$ cat src/rtl/ds5_pkg.sv
`timescale 1ns/1ps
package ds5_pkg;
  localparam int CODE_W = 3;
  localparam int LEVELS = 5;
  localparam int STAGES = 3;

  typedef enum logic [CODE_W-1:0] {
    LVL_NEG2 = 3'd0,
    LVL_NEG1 = 3'd1,
    LVL_MID  = 3'd2,
    LVL_POS1 = 3'd3,
    LVL_POS2 = 3'd4
  } level_e;

  // strobes from control to datapath
  typedef struct packed {
    logic load;   // capture a new input word
    logic step;   // advance the loop by one update
    logic clear;  // zero the loop and force mid code
  } ds5_ctl_t;
endpackage

$ cat src/rtl/ds5_ctrl.sv
`timescale 1ns/1ps
module ds5_ctrl
  import ds5_pkg::*;
#(
  parameter int DIV_LO = 4,
  parameter int DIV_HI = 8
) (
  input  logic     clk,
  input  logic     rstN,
  input  logic     ratioSel,
  input  logic     mute,
  input  logic     sampleValid,
  output ds5_ctl_t ctl
);
  localparam int DIV_MAX = (DIV_HI > DIV_LO) ? DIV_HI : DIV_LO;
  localparam int CNT_W   = (DIV_MAX > 2) ? $clog2(DIV_MAX) : 1;
  localparam logic [CNT_W-1:0] LAST_LO = CNT_W'(DIV_LO - 1);
  localparam logic [CNT_W-1:0] LAST_HI = CNT_W'(DIV_HI - 1);

  logic [CNT_W-1:0] phaseCnt;
  logic [CNT_W-1:0] lastPhase;
  logic             atLast;
  logic             pastLast;

  assign lastPhase = ratioSel ? LAST_HI : LAST_LO;
  assign atLast    = (phaseCnt == lastPhase);
  assign pastLast  = (phaseCnt >= lastPhase);

  // divider restarts on mute so the update phase is known after release
  always_ff @(posedge clk) begin
    if (!rstN) begin
      phaseCnt <= '0;
    end else if (mute || pastLast) begin
      phaseCnt <= '0;
    end else begin
      phaseCnt <= phaseCnt + 1'b1;
    end
  end

  assign ctl.load  = sampleValid;
  assign ctl.step  = atLast && !mute;
  assign ctl.clear = mute;
endmodule

$ cat src/rtl/ds5_integ.sv
`timescale 1ns/1ps
module ds5_integ #(
  parameter int ACC_W = 24
) (
  input  logic                    clk,
  input  logic                    rstN,
  input  logic                    clear,
  input  logic                    step,
  input  logic signed [ACC_W-1:0] drive,
  input  logic signed [ACC_W-1:0] fbk,
  output logic signed [ACC_W-1:0] acc
);
  localparam int WIDE_W = ACC_W + 2;
  localparam logic signed [WIDE_W-1:0] WIDE_HI = {3'b000, {(ACC_W-1){1'b1}}};
  localparam logic signed [WIDE_W-1:0] WIDE_LO = {3'b111, {(ACC_W-1){1'b0}}};

  logic signed [WIDE_W-1:0] accX;
  logic signed [WIDE_W-1:0] driveX;
  logic signed [WIDE_W-1:0] fbkX;
  logic signed [WIDE_W-1:0] sumWide;
  logic signed [ACC_W-1:0]  sumSat;

  assign accX    = {{2{acc[ACC_W-1]}}, acc};
  assign driveX  = {{2{drive[ACC_W-1]}}, drive};
  assign fbkX    = {{2{fbk[ACC_W-1]}}, fbk};
  assign sumWide = accX + driveX - fbkX;

  always_comb begin
    if (sumWide > WIDE_HI) begin
      sumSat = WIDE_HI[ACC_W-1:0];
    end else if (sumWide < WIDE_LO) begin
      sumSat = WIDE_LO[ACC_W-1:0];
    end else begin
      sumSat = sumWide[ACC_W-1:0];
    end
  end

  always_ff @(posedge clk) begin
    if (!rstN || clear) begin
      acc <= '0;
    end else if (step) begin
      acc <= sumSat;
    end
  end
endmodule

$ cat src/rtl/ds5_quant.sv
`timescale 1ns/1ps
module ds5_quant
  import ds5_pkg::*;
#(
  parameter int ACC_W      = 24,
  parameter int STEP_SHIFT = 16
) (
  input  logic signed [ACC_W-1:0] loopVal,
  output logic [CODE_W-1:0]       level
);
  localparam int NTH = LEVELS - 1;

  logic [NTH-1:0] above;

  // thresholds halfway between feedback levels, in the x8 state scale
  for (genvar k = 0; k < NTH; k++) begin : g_th
    localparam longint TH_L = (longint'(8 * k) - longint'(4 * (LEVELS - 2)))
                              * (longint'(1) << STEP_SHIFT);
    localparam logic signed [ACC_W-1:0] TH = ACC_W'(TH_L);
    assign above[k] = (loopVal >= TH);
  end

  assign level = CODE_W'($countones(above));
endmodule

$ cat src/rtl/ds5_datapath.sv
`timescale 1ns/1ps
module ds5_datapath
  import ds5_pkg::*;
#(
  parameter int IN_W       = 18,
  parameter int STEP_SHIFT = 16,
  parameter int ACC_W      = 24
) (
  input  logic                    clk,
  input  logic                    rstN,
  input  ds5_ctl_t                ctl,
  input  logic [IN_W-1:0]         sampleIn,
  output logic [IN_W-1:0]         heldSample,
  output logic signed [ACC_W-1:0] integState [STAGES],
  output logic [CODE_W-1:0]       codeOut
);
  localparam logic signed [ACC_W-1:0] STEP_V = ACC_W'(longint'(1) << STEP_SHIFT);
  localparam int GAIN [STAGES] = '{1, 6, 12};

  logic signed [ACC_W-1:0] sampleExt;
  logic signed [ACC_W-1:0] fbkVal;
  logic signed [ACC_W-1:0] stageDrive [STAGES];
  logic signed [ACC_W-1:0] stageFbk   [STAGES];
  logic [CODE_W-1:0]       levelNow;

  always_ff @(posedge clk) begin
    if (!rstN) begin
      heldSample <= '0;
    end else if (ctl.load) begin
      heldSample <= sampleIn;
    end
  end

  assign sampleExt = ACC_W'($signed(heldSample));

  ds5_quant #(
    .ACC_W     (ACC_W),
    .STEP_SHIFT(STEP_SHIFT)
  ) u_quant (
    .loopVal(integState[STAGES-1]),
    .level  (levelNow)
  );

  always_comb begin
    case (levelNow)
      LVL_NEG2: fbkVal = -(STEP_V <<< 1);
      LVL_NEG1: fbkVal = -STEP_V;
      LVL_POS1: fbkVal = STEP_V;
      LVL_POS2: fbkVal = STEP_V <<< 1;
      default:  fbkVal = '0;
    endcase
  end

  for (genvar g = 0; g < STAGES; g++) begin : g_stage
    localparam logic signed [ACC_W-1:0] GAIN_V = ACC_W'(GAIN[g]);
    if (g == 0) begin : g_head
      assign stageDrive[g] = sampleExt;
    end else begin : g_chain
      assign stageDrive[g] = integState[g-1];
    end
    assign stageFbk[g] = fbkVal * GAIN_V;

    ds5_integ #(
      .ACC_W(ACC_W)
    ) u_integ (
      .clk  (clk),
      .rstN (rstN),
      .clear(ctl.clear),
      .step (ctl.step),
      .drive(stageDrive[g]),
      .fbk  (stageFbk[g]),
      .acc  (integState[g])
    );
  end

  always_ff @(posedge clk) begin
    if (!rstN || ctl.clear) begin
      codeOut <= LVL_MID;
    end else if (ctl.step) begin
      codeOut <= levelNow;
    end
  end
endmodule

$ cat src/rtl/ds5_modulator.sv
`timescale 1ns/1ps
module ds5_modulator
  import ds5_pkg::*;
#(
  parameter int IN_W       = 18,
  parameter int STEP_SHIFT = 16,
  parameter int GUARD_W    = 6,
  parameter int DIV_LO     = 4,
  parameter int DIV_HI     = 8
) (
  input  logic            clk,
  input  logic            rstN,
  input  logic            ratioSel,
  input  logic            mute,
  input  logic            sampleValid,
  input  logic [IN_W-1:0] sampleIn,
  output logic [2:0]      codeOut
);
  localparam int ACC_W = IN_W + GUARD_W;

  ds5_ctl_t                ctl;
  logic [IN_W-1:0]         heldSample;
  logic signed [ACC_W-1:0] integState [STAGES];

  ds5_ctrl #(
    .DIV_LO(DIV_LO),
    .DIV_HI(DIV_HI)
  ) u_ctrl (
    .clk        (clk),
    .rstN       (rstN),
    .ratioSel   (ratioSel),
    .mute       (mute),
    .sampleValid(sampleValid),
    .ctl        (ctl)
  );

  ds5_datapath #(
    .IN_W      (IN_W),
    .STEP_SHIFT(STEP_SHIFT),
    .ACC_W     (ACC_W)
  ) u_datapath (
    .clk       (clk),
    .rstN      (rstN),
    .ctl       (ctl),
    .sampleIn  (sampleIn),
    .heldSample(heldSample),
    .integState(integState),
    .codeOut   (codeOut)
  );
endmodule

$ cat config.mk
export PLATFORM = sky130hd
export DESIGN_NAME = ds5_modulator
export DESIGN_NICKNAME = d
export VERILOG_FILES = /design/src/rtl/ds5_pkg.sv /design/src/rtl/ds5_ctrl.sv /design/src/rtl/ds5_integ.sv /design/src/rtl/ds5_quant.sv /design/src/rtl/ds5_datapath.sv /design/src/rtl/ds5_modulator.sv
export SDC_FILE = /design/constraint.sdc
export NUM_CORES = 1
export LEC_CHECK = 0
export BUFFER_PORTS_ARGS = -buffer_cell sky130_fd_sc_hd__buf_2
export CAP_MARGIN = 5
export CORE_MARGIN = 2
export CORE_UTILIZATION = 45
export CTS_BUF_LIST = sky130_fd_sc_hd__clkbuf_8
export CTS_CLUSTER_DIAMETER = 40
export DETAILED_ROUTE_END_ITERATION = 8
export SYNTH_ARGS = -nofsm -noshare
export SYNTH_HDL_FRONTEND = slang
export SYNTH_SLANG_ARGS = --single-unit
$ cat constraint.sdc
create_clock -name clk -period 9.9 [get_ports clk]
set_input_delay 1.98 -clock clk [delete_from_list [all_inputs] [get_ports clk]]
set_output_delay 1.98 -clock clk [all_outputs]
set_load 0.05 [all_outputs]
; ---- Word-level counts from Yosys, hierarchy flattened
; Index checks and enable logic that the tools add are counted.
[word_totals]
register_bits = 96
out_inout_bits = 3
[op_classes]
addsub = 10
multipliers = 2
n_lt_le_gt_ge = 11
eq_ne = 4
n_mux = 8
bitwise_logic = 1
reduce_logical = 7
[ops]
columns = operator, n
row1 = 2-to-1 mux 24 bit, 6
row2 = case mux 24 bit (4 select lines), 1
row3 = greater-than comparator 26 x 24 -> 1 bit (second input constant), 3
row4 = < comparator 26 x 24 -> 1 bit (second input constant), 3
row5 = subtractor 25 x 24 -> 26 bit, 3
row6 = adder 24 x 24 -> 25 bit, 2
row7 = >= comparator 24 x 21 -> 1 bit (second input constant), 2
row8 = adder 24 x 18 -> 25 bit, 1
row9 = >= comparator 24 x 19 -> 1 bit (second input constant), 1
row10 = >= comparator 24 x 20 -> 1 bit (second input constant), 1
row11 = multiplier 24 x 3 -> 22 bit (second input constant), 1
row12 = multiplier 24 x 3 -> 23 bit (second input constant), 1
row13 = adder 1 x 1 -> 2 bit, 2
row14 = adder 2 x 2 -> 3 bit, 1
row15 = adder 3 x 1 -> 3 bit (second input constant), 1
row16 = == test 3 x 1 -> 1 bit (second input constant), 1
row17 = == test 3 x 2 -> 1 bit (second input constant), 1
row18 = == test 3 bit, 1
row19 = == test 3 bit (second input constant), 1
row20 = >= comparator 3 bit, 1
row21 = logical NOT 3 bit, 1
row22 = 2-to-1 mux 3 bit, 1
row23 = logical NOT 1 bit, 2
row24 = logical OR 1 bit, 2
row25 = other kinds (3), 3

; ---- Longest topological paths before layout
; Gate-level depths: netlist (run 1).
[depth]
depth_word = 10
ltp_mapped = 25
depth_no_buf = 23

; ---- By module
; Synthesis (run 1) repeated with hierarchy kept, for this count alone.
[unflattened]
hier_cells = 1291
hier_area_um2 = 10508.8
[modules_own_cells]
columns = mod, instances, cells_each, area_per_inst_um2
row1 = ds5_integ at u_datapath.g_stage[0].u_integ, 1, 402, 3230.6
row2 = ds5_integ at u_datapath.g_stage[2].u_integ, 1, 419, 3225.6
row3 = ds5_integ at u_datapath.g_stage[1].u_integ, 1, 367, 2946.6
row4 = ds5_datapath, 1, 74, 844.6
row5 = ds5_ctrl, 1, 18, 173.9
row6 = ds5_quant, 1, 11, 87.6

; ---- Worst setup path before layout (run 1)
; OpenSTA, ideal clock, no wires.
[synth_timing]
path_type = register to register
start = reg u_datapath.g_stage[2].u_integ.acc[21]
end = reg u_datapath.g_stage[1].u_integ.acc[5]
setup_time_ns = 0.095
arrival_ns = 5.233
required_ns = 9.805
setup_slack_ns = 4.572
path_stages_with_launch = 24
synth_period_minus_slack_ns = 5.328
cell_sequence = dfxtp_1 nand3_1 o21a_1 fa_1 inv_1 ha_1 ha_1 or2_2 inv_1 xnor2_1 xor2_1 ha_1 a21o_1 ha_1 buf_2 a21o_1 a21o_1 a21o_1 a221o_1 or3_1 a21oi_2 buf_2 o21ai_0 a221oi_1
[synth_via]
elab_chain_cells = 10
elab_cells_between_ends = 18
cone_classes = add/sub (4) / mul (1) / order compare (6) / eq/ne (3) / mux (3) / reduce/logical (1)
[synth_rtl]
columns = item, line
row1 = "start, declared", ds5_integ.sv:11  ; output logic signed [ACC_W-1:0] acc
row2 = "start signal, assigned", ds5_integ.sv:42  ; acc <= sumSat;
row3 = >= comparator 24 x 21 -> 1 bit (tied with other cells), ds5_quant.sv:20  ; assign above[k] = (loopVal >= TH);
row4 = adder 1 x 1 -> 2 bit (not written as such), ds5_quant.sv:23  ; assign level = CODE_W'($countones(above));
row5 = adder 2 x 2 -> 3 bit (not written as such) *, ds5_quant.sv:23
row6 = via u_datapath.levelNow[1], ds5_datapath.sv:24  ; logic [CODE_W-1:0] levelNow;
row7 = == test 3 bit (tied with other cells), ds5_datapath.sv:45  ; case (levelNow)
row8 = case mux 24 bit (4 select lines) *, ds5_datapath.sv:45
row9 = multiplier 24 x 3 -> 23 bit *, ds5_datapath.sv:61  ; assign stageFbk[g] = fbkVal * GAIN_V;
row10 = subtractor 25 x 24 -> 26 bit *, ds5_integ.sv:26  ; assign sumWide = accX + driveX - fbkX;
row11 = < comparator 26 x 24 -> 1 bit, ds5_integ.sv:31  ; end else if (sumWide < WIDE_LO) begin
row12 = 2-to-1 mux 24 bit, ds5_integ.sv:31
row13 = 2-to-1 mux 24 bit *, ds5_integ.sv:29  ; if (sumWide > WIDE_HI) begin
row14 = "end signal, assigned", ds5_integ.sv:42
row15 = "end, declared", ds5_integ.sv:11
; The timed path passes the listed nets; every way through them passes the cells marked *.
; A chain may end at the register's enable or synchronous reset.

; ---- Worst setup path after layout (run 1)
[layout_timing]
start = reg u_datapath.g_stage[2].u_integ.acc[20]
end = reg u_datapath.g_stage[1].u_integ.acc[15]
; The elaborated chain is that of the path after synthesis.

==> impl_metrics.csv, run 1 <==
group,metric,value,unit
run_status,status,"finished, final reports clean",
timing,rsz0062_at_grt,"no",
pwr,ir_drop,0.0000773,V
synth,synth-xor-area-share,5.42,%
synth,ys_ff_latch,96,
synth,synth_fa_ha_area_share,21.3,%
synth,synth_area_per_cell,7.87,um2
clock_tree,clk_pin_slew,0.10,ns
timing,layout_min_cycle_time,6.25,ns
setup_path,cp-startpoint,"u_datapath.g_stage[2].u_integ.acc[20]",
finish,fillers,2129,
global_route,grt_pass1_vias,7811,
synth,yosysWarningCount,0,
floorplanning,core_area,20900,um2
floorplanning,initial_core_util,45.6,%
synth,synthFlopType,"dfxtp_1",
finish,register_area,1920,um2
clock_tree,cts_tree,"done",
finish,drive_above_1_share,6.05,%
drt,vias_per_cell,5.51,
synth,async_reset_ff_share,0,%
clock_tree,clock_latency,0.40,ns
setup_path,cp-start-kind,"flip-flop",
global_route,grt_pass1_wl,38900,um
floorplanning,die_x,150,um
drt,drt-total-wl,23200,um
finish,syn_to_final_growth,5.29,%
finish,multi_input_area,6580,um2
global_route,grt-ovfl-total,0,
timing,worstMarginPinSlew,1.15,ns
pwr,power_density,101,nW/um2
synth,synth_seq_area_share,20.2,%
clock_tree,clock-sinks,96,
place,dp_hpwl,17800,um
finish,nets,1377,
timing,finalSetupViolations,0,
synth,synth_cell_types,74,
clock_tree,htreeDepth,3,
clock_tree,root_buffer,"clkbuf_8",
timing,fmax,160,MHz
floorplanning,dieArea,22400,um2
clock_tree,cts-resized-gates,0,
synth,netlist.area_leader.share,20.2,%
synth,synth_edf_count,0,
timing,maxSlewViolCount,0,
clock_tree,cts_buffer_depth,2,
synth,yosysTopAreaCell,"dfxtp_1",
drt,ant_nets,0,
pwr,p_leak,4.81,nW
hold_path,hold_path.startpoint,"u_datapath.codeOut[0]",
timing,finalSetupTns,0,ns
timing,worst_clock_skew,0.0203,ns
synth,synth_top_family_by_area,"compound AO/OA/AOI/OAI gates",
floorplanning,row_count,53,
drt,wl_per_cell,15.7,um
setup_path,cp_max_fo,25,
timing,finalCritPeriodShare,63.2,%
floorplanning,die_y,150,um
synth,synth_mux_area_share,2.22,%
setup_path,critical_path_class,"reg -> reg",
setup_path,endpoint_kind,"flip-flop",
setup_path,rr_startpoint,"u_datapath.g_stage[2].u_integ.acc[20]",
run,max-cap-violations,0,
drt,drc,0,
place,place_congestion,0.872,
synth,synth.area.top_cells,"dfxtp_1 (20%), ha_1 (17%), inv_1 (8.4%)",
drt,first_pass_iters,5,
timing,relSlewSlack,23.0,%
global_route,grt_use_total,21.6,%
synth,synth_area,9530,um2
synth,synth_fp_nets,1385,
clock_tree,cts_buffers,9,
synth,syn_inst,1211,
clock_tree,post_cts_buffers,0,
timing,hold-worst-slack,0.461,ns
global_route,antenna_found_initial,0,
setup_path,crit_arrival,6.55,ns
drt,drtIter0Drc,382,
synth,yosys.area_share.simple,12.5,%
timing,hold_viol,0,
global_route,grt_max_degree,57,
finish,n_antenna_cell,0,
synth,synth_compound_area_share,27.6,%
clock_tree,cts.hold.buffers_added,0,
drt,vias,8159,
setup_path,cp.required,10.20,ns
hold_path,hp-class,"reg -> reg",
place,io_buffers,25,
floorplanning,ios,26,
power breakdown:
group / total [mW] / internal [mW] / leakage, nW / switching, mW
combinational: 0.321 / 0.128 / 3.93 / 0.193
clock: 0.295 / 0.141 / 0.107 / 0.154
sequential: 0.394 / 0.391 / 0.777 / 0.00311
cell families (layout without fill, tap and decap cells):
| family | count (synthesis) | count (layout) |
|---|---|---|
| buf+inv | 264 | 260 |
| mux | 21 | 21 |
| compound gates | 380 | 380 |
| simple gates | 240 | 240 |
| xor+xnor | 59 | 59 |
| fa+ha+maj | 151 | 151 |
| flops | 96 | 96 |
layout make-up:
type / instances / share of cell area (%)
inverters: 213 / 7.97
clock inverters: 6 / 0.848
well taps: 275 / 3.43
repair buffers: 32 / 1.77
multi-input cells: 851 / 65.6
clock buffers: 9 / 1.23
flip-flops and latches: 96 / 19.2
through the flow:
step	setup slack, ns	std cells	power [mW]	instance area (um2)	util, %
after floorplan	4.57	1211	0.657	9530	-
after global placement	3.81	1467	0.721	9830	47.0
after detailed placement	3.68	1467	0.722	9830	47.0
after CTS	3.65	1482	1.02	10000	48.0
after global routing	3.03	1482	1.07	10000	48.0
final	3.65	1482	1.01	10000	48.0
metal layers:
metal	global-route usage (%)	part of all wire (%)	vias up
li1	-	-	4205
met1	29.9	49	3759
met2	35.5	45	167
met3	1.98	4.0	28
met4	7.19	2.1	0
met5	0	0	-
path summary, 6_finish.rpt:
path	end	slack (ns)	cells past startpoint
worst max-delay path	u_datapath.g_stage[1].u_integ.acc[15]	3.65	21
worst max register to register	u_datapath.g_stage[1].u_integ.acc[15]	3.65	21
worst min-delay path	u_datapath.codeOut[0]	0.46	2
worst min register to register	u_datapath.codeOut[0]	0.46	2
synthesized netlist by cell type (all sizes together), types with 2 or more instances:
| library cell | number |
|---|---|
| and4 | 3 |
| o211ai | 11 |
| nor3 | 12 |
| a211oi | 28 |
| o31ai | 5 |
| a311oi | 3 |
| o22ai | 3 |
| and2 | 9 |
| o31a | 3 |
| nand3 | 19 |
| a21o | 49 |
| ha | 132 |
| clkbuf | 31 |
| nor2 | 54 |
| a21boi | 3 |
| xor2 | 21 |
| o21bai | 7 |
| inv | 213 |
| nor2b | 30 |
| a31oi | 10 |
| a41o | 3 |
| a211o | 5 |
| fa | 19 |
| nand2 | 66 |
| mux2i | 20 |
| buf | 20 |
| and3 | 13 |
| or2 | 7 |
| nand4 | 3 |
| a31o | 4 |
| o21a | 11 |
| a2111oi | 7 |
| o311ai | 3 |
| o21ai | 71 |
| o2111ai | 3 |
| a32o | 2 |
| nand2b | 13 |
| or3 | 7 |
| xnor2 | 38 |
| a221oi | 40 |
| a21oi | 100 |
| dfxtp | 96 |
worst max-delay path: stages (launching register included):
cell	delay, ns
dfxtp_1	0.42
nand3_1	0.12
o21a_1	0.20
fa_1	0.54
inv_1	0.05
ha_1	0.20
ha_1	0.32
a21oi_1	0.22
ha_1	0.19
ha_1	0.22
inv_1	0.10
fa_1	0.42
ha_1	0.38
and4_1	0.29
nand3_1	0.13
a211o_1	0.28
a21oi_1	0.28
o2111ai_1	0.19
a31oi_2	0.94
a21oi_1	0.14
buf_4	0.27
a221oi_1	0.25
state kept, by name, indices dropped and copies added (netlist names):
signal,count
u_datapath.codeOut,3
u_datapath.heldSample,18
u_ctrl.phaseCnt,3
u_datapath.g_stage.u_integ.acc,72
cells in the final DEF (no fill, tap or decap), types with 25 or more instances in the layout:
master / Yosys / final
inv_1: 213 / 214
ha_1: 132 / 132
a21oi_1: 98 / 98
dfxtp_1: 96 / 96
nand2_1: 66 / 65
o21ai_0: 55 / 55
nor2_1: 54 / 54
a21o_1: 49 / 49
a221oi_1: 39 / 39
xnor2_1: 38 / 38
nor2b_1: 30 / 30
buf_2: 14 / 25
Note: power is estimated with default switching activity, not from simulation.
==> inputs of run 2 (changes only) <==
==> constraint.sdc (replaced) <==
create_clock -name clk -period 5.5 [get_ports clk]
set_input_delay 1.1 -clock clk [delete_from_list [all_inputs] [get_ports clk]]
set_output_delay 1.1 -clock clk [all_outputs]
set_load 0.05 [all_outputs]
==> impl_metrics.csv, run 2 (same netlist as run 1, synthesis figures left out) <==
group,metric,value,unit
finish,nets,1402,
hold_path,hp-class,"reg -> reg",
drt,vias_per_cell,5.49,
floorplanning,die_y,150,um
drt,drt-total-wl,23900,um
setup_path,crit_arrival,5.56,ns
setup_path,critical_path_class,"reg -> reg",
pwr,p_leak,4.98,nW
place,dp_hpwl,18100,um
drt,drtIter0Drc,448,
global_route,grt-ovfl-total,0,
finish,drive_above_1_share,10.6,%
floorplanning,dieArea,22400,um2
place,place_congestion,0.861,
pwr,ir_drop,0.000114,V
setup_path,rr_worst_depth,23,
floorplanning,initial_core_util,45.6,%
global_route,antenna_found_initial,0,
floorplanning,ios,26,
setup_path,rr_startpoint,"u_datapath.g_stage[2].u_integ.acc[22]",
drt,drc,0,
place,io_buffers,25,
floorplanning,die_x,150,um
setup_path,cp-start-kind,"flip-flop",
finish,final_common_cell,"inv_1",
run,max-cap-violations,0,
setup_path,endpoint,"u_datapath.g_stage[1].u_integ.acc[18]",
clock_tree,cts_buffer_depth,2,
finish,final_cell_mix,"inv_1 (214), ha_1 (123), a21oi_1 (92), dfxtp_1 (92), nand2_1 (65)",
timing,fmax,189,MHz
timing,layout_min_cycle_time,5.28,ns
drt,wl_per_cell,15.9,um
timing,finalSetupTns,0,ns
pwr,power_density,168,nW/um2
clock_tree,root_buffer,"clkbuf_8",
hold_path,whs_path_depth,2,
setup_path,crit_chain,"nand3_2 -> o21a_1 -> fa_1 -> inv_1 -> ha_1 -> ha_4 -> a21oi_4 -> ha_2 -> ha_4 -> xnor2_2 -> xor2_1 -> ha_1 -> a21o_1 -> ha_1 -> a21o_1 -> a21o_1 -> a21o_1 -> a221o_1 -> or3_4 -> a21oi_4 -> clkbuf_16 -> o21ai_1 -> a221oi_1",
finish,regMostFlops,"u_datapath.g_stage.u_integ.acc",
timing,worstMarginPinSlew,1.06,ns
drt,first_pass_iters,5,
setup_path,critPathBufInv,2,
finish,top_regs,"u_datapath.g_stage.u_integ.acc (72), u_datapath.heldSample (18)",
timing,maxSlewViolCount,0,
place,dpl_cell_area,10000,um2
setup_path,rrSetupSlack,0.22,ns
clock_tree,clock_latency,0.39,ns
setup_path,cp_max_fo,11,
timing,worst_clock_skew,0.0177,ns
finish,n_antenna_cell,0,
timing,hold-worst-slack,0.456,ns
timing,finalCritPeriodShare,96.0,%
clock_tree,htreeDepth,3,
setup_path,slowest_stage,"fa_1",
global_route,grt_pass1_vias,7850,
clock_tree,clk_pin_slew,0.09,ns
clock_tree,cts_buffers,9,
finish,register_area,1930,um2
setup_path,r2r_end,"u_datapath.g_stage[1].u_integ.acc[18]",
global_route,grt_max_degree,57,
run_status,status,"finished, final reports clean",
finish,largest_reg_flops,72,
setup_path,cp_common_cell,"a21o_1",
finish,design_area,10500,um2
pwr,power.total,1.77,mW
finish,multi_input_area,6780,um2
finish,syn_to_final_growth,10.4,%
floorplanning,core_area,20900,um2
setup_path,path_depth,23,
global_route,grt_use_total,21.3,%
clock_tree,cts_tree,"done",
floorplanning,row_count,53,
setup_path,crit_family,"compound AO/OA/AOI/OAI gates",
finish,fin_util,50.4,%
timing,relSlewSlack,29.1,%
setup_path,critPathMaxStageDelay,0.54,ns
timing,hold_viol,0,
timing,finalSetupViolations,0,
finish,fillers,2108,
clock_tree,clock-sinks,96,
drt,vias,8271,
setup_path,endpoint_kind,"flip-flop",
drt,ant_nets,0,
global_route,grt_pass1_wl,38600,um
setup_path,cp.required,5.78,ns
setup_path,cp-startpoint,"u_datapath.g_stage[2].u_integ.acc[22]",
[run 2: worst min path at each step]
stage | end | slack (ns) | from
after floorplan | u_ctrl.phaseCnt[0] | 0.43 | u_ctrl.phaseCnt[0]
after global placement | u_datapath.codeOut[0] | 0.45 | u_datapath.codeOut[0]
after global routing | u_datapath.codeOut[0] | 0.48 | u_datapath.codeOut[0]
after CTS | u_datapath.codeOut[2] | 0.46 | u_datapath.codeOut[2]
final | u_datapath.codeOut[0] | 0.46 | u_datapath.codeOut[0]
after detailed placement | u_datapath.codeOut[2] | 0.45 | u_datapath.codeOut[2]
[run 2: layer usage]
| metal | part of all wire [%] | global-route usage [%] | routed length (um) |
|---|---|---|---|
| met3 | 2.9 | 1.92 | 698 |
| met5 | 0 | 0 | 0 |
| met4 | 1.8 | 5.48 | 434 |
| met2 | 47 | 36.0 | 11200 |
| met1 | 49 | 29.2 | 11600 |
[run 2: worst register-to-register path, delay by kind of cell, from the launching register on]
kind / cells / cell delay [ns]
compound gates: 10 / 1.90
xor+xnor: 2 / 0.29
fa+ha+maj: 7 / 1.90
buf+inv: 2 / 0.27
flops: 1 / 0.36
simple gates: 2 / 0.47
[run 2: timing repair]
action / 4_1_cts / 5_1_grt
setup buffers: 0 / 1
setup endpoints to repair: 0 / 68
hold buffers: 0 / 0
resized for setup: 0 / 44
[run 2: area by class of cell]
type	instances	share of cell area, %
multi-input combinational	851	64.4
inverter	213	7.60
timing repair buffer	57	4.89
clock buffer	9	1.18
tap	275	3.27
sequential	96	18.3
clock inverter	6	0.297
[run 2: power breakdown]
group / switching (mW) / internal, mW / total [mW] / leakage [nW]
registers: 0.00536 / 0.704 / 0.710 / 0.779
clock network: 0.257 / 0.157 / 0.413 / 0.0849
logic: 0.370 / 0.273 / 0.643 / 4.12
[run 2: per-stage QoR]
| stage | setup slack, ns | instances |
|---|---|---|
| after floorplan | 0.172 | 1211 |
| after global placement | 0.221 | 1485 |
| after detailed placement | 0.0437 | 1485 |
| after CTS | 0.0165 | 1500 |
| after global routing | -0.0202 | 1507 |
| final | 0.221 | 1507 |
==> inputs of run 3 (changes only) <==
--- a/config.mk
+++ b/config.mk
@@ -5,13 +5,13 @@
 export SDC_FILE = /design/constraint.sdc
 export NUM_CORES = 1
 export LEC_CHECK = 0
-export BUFFER_PORTS_ARGS = -buffer_cell sky130_fd_sc_hd__buf_2
 export CAP_MARGIN = 5
 export CORE_MARGIN = 2
 export CORE_UTILIZATION = 45
 export CTS_BUF_LIST = sky130_fd_sc_hd__clkbuf_8
 export CTS_CLUSTER_DIAMETER = 40
 export DETAILED_ROUTE_END_ITERATION = 8
+export DONT_BUFFER_PORTS = 1
 export SYNTH_ARGS = -nofsm -noshare
 export SYNTH_HDL_FRONTEND = slang
 export SYNTH_SLANG_ARGS = --single-unit
==> impl_metrics.csv, run 3 (same netlist as run 1, synthesis figures left out) <==
group,metric,value,unit
clock_tree,cts_tree,"done",
setup_path,critical_path_class,"reg -> reg",
clock_tree,clock-sinks,96,
global_route,grt_use_total,20.8,%
finish,fin_cells,1486,
finish,fin_util,50.3,%
finish,syn_to_final_growth,10.2,%
drt,drt-met1-wl,11400,um
drt,topRoutingLayerUsed,"met4",
drt,ant_nets,0,
finish,top_regs,"u_datapath.g_stage.u_integ.acc (72), u_datapath.heldSample (18)",
timing,finalSetupViolations,0,
floorplanning,initial_core_util,45.6,%
timing,layout_min_cycle_time,5.32,ns
finish,largest_reg_flops,72,
clock_tree,root_buffer,"clkbuf_8",
run_status,status,"finished, final reports clean",
drt,wl_per_cell,15.9,um
drt,drc,0,
setup_path,cp_max_fo,6,
setup_path,cp-start-kind,"flip-flop",
finish,n_antenna_cell,0,
timing,worst_clock_skew,0.0117,ns
place,dp.cells,1457,
pwr,power_switching,634,uW
drt,drtIter0Drc,370,
place,dp_hpwl,17900,um
setup_path,cp-startpoint,"u_datapath.g_stage[2].u_integ.acc[21]",
drt,drt-total-wl,23700,um
floorplanning,row_count,53,
clock_tree,cts_buffers,9,
drt,met2_length,10900,um
clock_tree,cts.hold.buffers_added,0,
place,place_congestion,0.877,
floorplanning,ios,26,
floorplanning,die_y,150,um
setup_path,rr_startpoint,"u_datapath.g_stage[2].u_integ.acc[21]",
timing,relSlewSlack,41.5,%
timing,fmax,188,MHz
pwr,power.internal,1.19,mW
pwr,ir_drop,0.000117,V
global_route,grt_pass1_wl,37700,um
clock_tree,cts_buffer_depth,2,
timing,finalCritPeriodShare,96.7,%
timing,worst_slack,0.179,ns
clock_tree,clock_latency,0.39,ns
pwr,p_leak,4.95,nW
finish,drive_above_1_share,8.84,%
drt,first_pass_iters,5,
setup_path,endpoint_kind,"flip-flop",
timing,worstMarginPinSlew,0.877,ns
timing,maxSlewViolCount,0,
finish,final_cell_mix,"inv_1 (216), ha_1 (126), a21oi_1 (93), dfxtp_1 (93), nand2_1 (65)",
clock_tree,clk_pin_slew,0.09,ns
pwr,power.total,1.83,mW
drt,vias,8187,
global_route,grt-ovfl-total,0,
place,preCtsSetupSlack,0.0477,ns
drt,met3WireLength,827,um
floorplanning,die_x,150,um
pwr,p_sw_share,34.7,%
floorplanning,core_area,20900,um2
finish,nets,1380,
global_route,grt_pass1_vias,7654,
pwr,power_density,174,nW/um2
clock_tree,htreeDepth,3,
pwr,clock_power_share,25.4,%
timing,hold_viol,0,
pwr,p_seq_share,38.8,%
finish,regMostFlops,"u_datapath.g_stage.u_integ.acc",
global_route,grt_max_degree,57,
pwr,combPwrFrac,35.8,%
global_route,antenna_found_initial,0,
run,max-cap-violations,0,
finish,fillers,2078,
setup_path,cp.required,5.82,ns
timing,hold-worst-slack,0.475,ns
place,io_buffers,0,
setup_path,crit_arrival,5.64,ns
hold_path,hold_path.startpoint,"u_datapath.g_stage[2].u_integ.acc[5]",
finish,final_common_cell,"inv_1",
drt,vias_per_cell,5.51,
hold_path,hp-class,"reg -> reg",
floorplanning,dieArea,22400,um2
run 3: cell count changes in the layout (fill, tap and decap cells not counted), sizes merged:
| cell | delta |
|---|---|
| buf | -24 |
| bufinv | +1 |
| clkbuf | +2 |
| clkinvlp | -1 |
| inv | +1 |
run 3: layout make-up:
cell class | instances | area [um2] | share of cell area, %
multi-input combinational | 851 | 6760 | 64.4
tap | 275 | 344 | 3.28
timing repair buffer | 35 | 484 | 4.61
clock buffer | 9 | 124 | 1.18
inverter | 213 | 800 | 7.61
clock inverter | 7 | 57.6 | 0.548
sequential | 96 | 1930 | 18.4
run 3: per-layer routing:
| layer | vias to the layer above | GRT usage (%) |
|---|---|---|
| met2 | 141 | 33.9 |
| met1 | 3802 | 28.7 |
| met5 | - | 0 |
| met3 | 35 | 1.86 |
| met4 | 0 | 7.62 |
| li1 | 4209 | - |
run 3: power groups by stage:
stage               Combinational (mW)  Sequential [mW]  Clock (mW)
global route                     0.719            0.710       0.495
global placement                 0.577            0.726           0
detailed placement               0.578            0.726           0
floorplan                        0.457            0.725           0
finish                           0.655            0.709       0.464
CTS                              0.581            0.710       0.475
run 3: path summary, 6_finish.rpt:
kind,endpoint,slack (ns),depth (start not counted)
worst max-delay path,u_datapath.g_stage[1].u_integ.acc[22],0.18,22
worst max register to register,u_datapath.g_stage[1].u_integ.acc[22],0.18,22
worst min-delay path,u_datapath.g_stage[2].u_integ.acc[5],0.48,2
worst min register to register,u_datapath.g_stage[2].u_integ.acc[5],0.48,2
run 3: metrics by stage:
stage,cell area (um2),TNS (ns)
after floorplan,9530,0
after global placement,9880,0
after detailed placement,9880,0
after CTS,10100,0
after global routing,10500,-0.159
final,10500,0
run 3: repair_timing:
action                     CTS  global route
setup endpoints to repair    0            69
setup buffers                0             4
gates resized for setup      0            39
run 3: critical path, stage by stage (launching register included):
cell and delay (ns):
dfxtp_4 0.38, nand3_1 0.11, o21a_1 0.22, fa_1 0.54, inv_1 0.04, ha_1 0.21
ha_4 0.29, a21oi_2 0.04, ha_2 0.17, ha_2 0.32, inv_2 0.05, fa_1 0.50
ha_4 0.30, and4_4 0.26, and3_1 0.21, nor3_1 0.06, a221o_1 0.33, or3_4 0.39
a21oi_4 0.14, buf_12 0.14, buf_12 0.11, a2bb2o_1 0.28, a21oi_1 0.15
